<file path="src/rtl/colseq_pkg.sv">
package colseq_pkg;

  localparam int unsigned LOW_W = 3;

  typedef struct packed {
    logic bl8;
    logic ilv;
  } burst_cfg_t;

  // Index of the final beat for a given length setting.
  function automatic logic [LOW_W-1:0] final_idx(input logic bl8);
    return bl8 ? 3'd7 : 3'd3;
  endfunction

  // Low column bits of beat idx relative to the starting low bits.
  function automatic logic [LOW_W-1:0] beat_low(input logic [LOW_W-1:0] st,
                                                input logic [LOW_W-1:0] idx,
                                                input burst_cfg_t       cfg);
    logic [1:0] cnt;
    logic       half;
    if (cfg.ilv) begin
      beat_low = st ^ (cfg.bl8 ? idx : {1'b0, idx[1:0]});
    end else begin
      cnt  = st[1:0] + idx[1:0];
      half = st[2] ^ (cfg.bl8 & idx[2]);
      beat_low = {half, cnt};
    end
  endfunction

endpackage

</file>
<file path="src/rtl/colseq_ctrl.sv">
module colseq_ctrl
  import colseq_pkg::*;
(
  input  logic             clk,
  input  logic             rst_n,
  input  logic             start_i,
  input  logic             bl8_i,
  output logic             accept_o,
  output logic             active_o,
  output logic [LOW_W-1:0] idx_o,
  output logic             first_o,
  output logic             last_o
);

  logic             active_q;
  logic [LOW_W-1:0] idx_q;
  logic             bl8_q;
  logic             at_end;

  assign accept_o = start_i & ~active_q;
  assign at_end   = active_q & (idx_q == final_idx(bl8_q));

  always_ff @(posedge clk or negedge rst_n) begin
    if (!rst_n) begin
      active_q <= 1'b0;
      idx_q    <= '0;
      bl8_q    <= 1'b0;
    end else if (accept_o) begin
      active_q <= 1'b1;
      idx_q    <= '0;
      bl8_q    <= bl8_i;
    end else if (at_end) begin
      active_q <= 1'b0;
      idx_q    <= '0;
    end else if (active_q) begin
      idx_q    <= idx_q + 1'b1;
    end
  end

  assign active_o = active_q;
  assign idx_o    = idx_q;
  assign first_o  = active_q & (idx_q == '0);
  assign last_o   = at_end;

endmodule

</file>
<file path="src/rtl/colseq_order.sv">
module colseq_order
  import colseq_pkg::*;
#(
  parameter int unsigned COL_W = 10
) (
  input  logic [COL_W-1:0] base_i,
  input  burst_cfg_t       cfg_i,
  input  logic [LOW_W-1:0] idx_i,
  output logic [COL_W-1:0] col_o
);

  localparam int unsigned HI_W = COL_W - LOW_W;

  logic [LOW_W-1:0] low;

  always_comb low = beat_low(base_i[LOW_W-1:0], idx_i, cfg_i);

  generate
    if (HI_W > 0) begin : g_hi
      assign col_o = {base_i[COL_W-1:LOW_W], low};
    end else begin : g_lo
      assign col_o = low[COL_W-1:0];
    end
  endgenerate

endmodule

</file>
<file path="src/rtl/colseq_top.sv">
module colseq_top
  import colseq_pkg::*;
#(
  parameter int unsigned COL_W = 10
) (
  input  logic             clk,
  input  logic             rst_n,
  input  logic             start_i,
  input  logic [COL_W-1:0] col_i,
  input  logic             bl8_i,
  input  logic             ilv_i,
  output logic             valid_o,
  output logic [COL_W-1:0] col_o,
  output logic             first_o,
  output logic             last_o,
  output logic             busy_o
);

  logic             accept;
  logic             active;
  logic [LOW_W-1:0] beat_idx;
  logic [COL_W-1:0] base_q;
  burst_cfg_t       cfg_q;
  logic [COL_W-1:0] col_raw;

  colseq_ctrl u_ctrl (
    .clk     (clk),
    .rst_n   (rst_n),
    .start_i (start_i),
    .bl8_i   (bl8_i),
    .accept_o(accept),
    .active_o(active),
    .idx_o   (beat_idx),
    .first_o (first_o),
    .last_o  (last_o)
  );

  always_ff @(posedge clk or negedge rst_n) begin
    if (!rst_n) begin
      base_q <= '0;
      cfg_q  <= '0;
    end else if (accept) begin
      base_q <= col_i;
      cfg_q  <= '{bl8: bl8_i, ilv: ilv_i};
    end
  end

  colseq_order #(.COL_W(COL_W)) u_order (
    .base_i(base_q),
    .cfg_i (cfg_q),
    .idx_i (beat_idx),
    .col_o (col_raw)
  );

  assign valid_o = active;
  assign busy_o  = active;
  assign col_o   = active ? col_raw : '0;

endmodule

</file>
<file path="config.mk">
export PLATFORM = sky130hd
export DESIGN_NAME = colseq_top
export DESIGN_NICKNAME = d
export VERILOG_FILES = /design/src/rtl/colseq_pkg.sv /design/src/rtl/colseq_ctrl.sv /design/src/rtl/colseq_order.sv /design/src/rtl/colseq_top.sv
export SDC_FILE = /design/constraint.sdc
export NUM_CORES = 1
export LEC_CHECK = 0
export ABC_CLOCK_PERIOD_IN_PS = 2000
export BUFFER_PORTS_ARGS = -buffer_cell sky130_fd_sc_hd__buf_2
export CAP_MARGIN = 10
export CORE_MARGIN = 2
export CORE_UTILIZATION = 35
export CTS_CLUSTER_SIZE = 40
export DETAILED_ROUTE_END_ITERATION = 10
export PLACE_DENSITY = 0.64
export SYNTH_ARGS = -nofsm -noshare
export SYNTH_HDL_FRONTEND = slang
export SYNTH_SLANG_ARGS = --single-unit
</file>
<file path="constraint.sdc">
create_clock -name clk -period 2 [get_ports clk]
set_clock_uncertainty 0.1 [all_clocks]
set_input_delay 0.2 -clock clk [delete_from_list [all_inputs] [get_ports clk]]
set_output_delay 0.2 -clock clk [all_outputs]
set_load 0.01 [all_outputs]
</file>
==> impl_metrics.py <==
metrics = {
    "drt": {
        "vias": 577,
        "via_per_inst": 4.54,
        "drtIter0Drc": 5,
        "routedWlPerCell_um": 12.0,
        "drt-pass1-iter-count": 2,
        "postRouteAntennaNets": 0,
        "drc": 0,
        "wirelength_um": 1520,
    },
    "timing": {
        "max_slew_margin_pct": 68.2,
        "hold_slack_ns": 0.0185,
        "fmax_mhz": 542,
        "hold_viol_final": 0,
        "tightest_slew_ns": 0.476,
        "final_max_slew_viol_count": 0,
        "min_period_ns": 1.85,
        "finalCritPeriodShare_pct": 92.3,
        "setup_viol": 0,
        "rsz0062_at_grt": "no",
        "setup_tns_ns": 0,
    },
    "finish": {
        "drive_gt1_share_pct": 50.5,
        "final_nets": 117,
        "n_antenna_cell": 0,
        "syn_to_final_growth_pct": 21.9,
    },
    "job": {
        "maxCapViolCount": 0,
    },
    "clock_network": {
        "cts_tree": "yes",
        "root_buffer": "clkbuf_4",
        "path_clk_slew_ns": 0.10,
        "h-tree-depth": 1,
        "numCtsBuffers": 3,
        "cts_buffer_depth": 2,
        "clock_latency_ns": 0.29,
        "cts.sink_count": 16,
    },
    "synthesis": {
        "ys_warn_count": 0,
        "ys_ff_latch": 16,
        "synthCells": 67,
        "synth_area_per_cell_um2": 12.9,
        "yosysUniqueCellTypes": 22,
        "mappedNetlistArea_um2": 865,
        "ys_seq_area_share_pct": 46.3,
        "syn_nets": 86,
    },
    "setup_path": {
        "crit_buf_inv": 1,
        "cp-start-kind": "flop",
        "path_cells": "ha_1 > nor2b_1 > and2_2 > buf_2",
        "crit_path_end_kind": "primary output",
        "cp.arrival_ns": 1.55,
        "crit_family": "flip-flops",
        "critPathKind": "flop to primary output",
        "crit_required_ns": 1.70,
        "worst_path_max_delay_cell": "dfrtp_1",
        "reg2reg_from": "u_ctrl.active_o",
        "startpoint": "u_ctrl.idx_o[2]",
        "path_max_fanout": 4,
        "slowest_delay_ns": 0.44,
    },
    "floorplanning": {
        "rows": 18,
        "die_h_um": 53.7,
        "ios": 29,
        "die_x_um": 53.7,
        "core_mm2": 0.00241,
        "dieArea_mm2": 0.00288,
        "start_util_pct": 35.9,
    },
    "pwr": {
        "finalPower_uw": 1770,
        "ir_worst_vdd_mv": 0.850,
        "leakage_uw": 0.000533,
        "pwr_density_cell_mw_per_mm2": 1680,
    },
    "global_routing": {
        "track_usage_pct": 12.6,
        "grt_overflow": 0,
        "antenna_found_initial": 0,
        "grt_pass1_wl_um": 2550,
        "grt_max_degree": 20,
        "grt_pass1_vias": 580,
    },
    "placed_design": {
        "io_buffers": 28,
        "gp_congestion": 0.665,
        "hpwl_um": 1100,
    },
    "min_path": {
        "worstHoldPathType": "input port to flop",
        "hp-start": "start_i",
    },
    "outcome": {
        "outcome": "finished clean",
    },
}
## worst paths after layout
kind	end	slack [ns]	depth (start not counted)
setup reg to reg	base_q[5]	0.56	2
hold reg to reg	base_q[9]	0.41	1
setup / recovery	last_o	0.15	4
hold / removal	u_ctrl.idx_o[1]	0.02	2
max in group asynchronous	cfg_q[0]	1.29	2
min in group asynchronous	base_q[9]	0.24	2
## worst reg2reg max path, stage by stage, from the launching register on
cell and delay, ns:
dfrtp_1 0.42, nor2b_4 0.42, mux2_2 0.39
## flip-flops by register name, summed over array words and instances (netlist names)
register	cells
cfg_q	1
u_ctrl.active_o	1
base_q	10
u_ctrl.bl8_q	1
u_ctrl.idx_o	3
## cell usage after synthesis (all sizes together)
cell,count,share of area [%]
dfrtp,16,46
mux2,12,20
and2,11,8.2
ha,4,5.8
nand2,4,1.7
buf,3,4.5
nor2,3,1.3
nor2b,3,3.0
inv,2,0.87
xnor2,2,2.0
a22o,1,1.2
clkbuf,1,0.43
mux2i,1,1.2
o21ai,1,0.58
o32ai,1,1.0
or2b,1,0.87
xor2,1,1.0
## layout by cell type (no fill, tap or decap), drive strengths merged
master,Yosys,layout
xnor2,2,2
dlygate4sd3,0,1
clkbuf,1,4
nor2b,3,3
ha,4,4
xor2,1,1
nor2,3,3
buf,3,29
and2,11,11
mux2i,1,1
dfrtp,16,16
or2b,1,1
o32ai,1,1
nand2,4,4
a22o,1,1
mux2,12,12
inv,2,2
o21ai,1,1
## power breakdown
part           leakage (uW)  switching, uW  internal (uW)
sequential         0.000190            107            487
combinational      0.000322            412            548
clock             0.0000210            109            111
total              0.000533            628           1150
## cell type report
type                       count  area [um^2]
multi-input combinational     45          414
timing repair buffer          30          158
fill                         238         1360
inverter                       2         7.51
clock buffer                   4         36.3
tap                           30         37.5
sequential                    16          400
## per-layer routing
metal  GRT usage, %  vias up  wire length, um
met3           4.17        2              101
met4           2.56        0                8
met1           14.9      278              657
li1               -      279                -
met5              0        -                0
met2           22.2       18              755
## timing repair
item	4_1_cts	5_1_grt
endpoints found under the hold margin	16	0
hold buffers	1	0
resized for setup	0	0
setup buffers	0	0
## logic make-up (layout without fill, tap and decap cells)
kind of cell	Yosys count	after routing	synth area share (%)
mux	13	13	21.1
fa+ha+maj	4	4	5.79
xor+xnor	3	3	3.04
flops	16	16	46.3
compound gates	3	3	2.75
buf+inv	6	36	5.79
simple gates	22	22	15.2
## stage by stage
step / area (um^2) / utilization, % / std cells / worst slack [ns]
6_report: 1050 / 43.7 / 127 / 0.155
5_1_grt: 1050 / 43.7 / 127 / 0.0638
4_1_cts: 1050 / 43.7 / 127 / 0.152
3_5_place_dp: 1010 / 41.8 / 122 / 0.491
3_3_place_gp: 1010 / 41.8 / 122 / 0.536
2_1_floorplan: 865 / - / 67 / 0.631
Note: power is estimated with default switching activity, not from simulation.
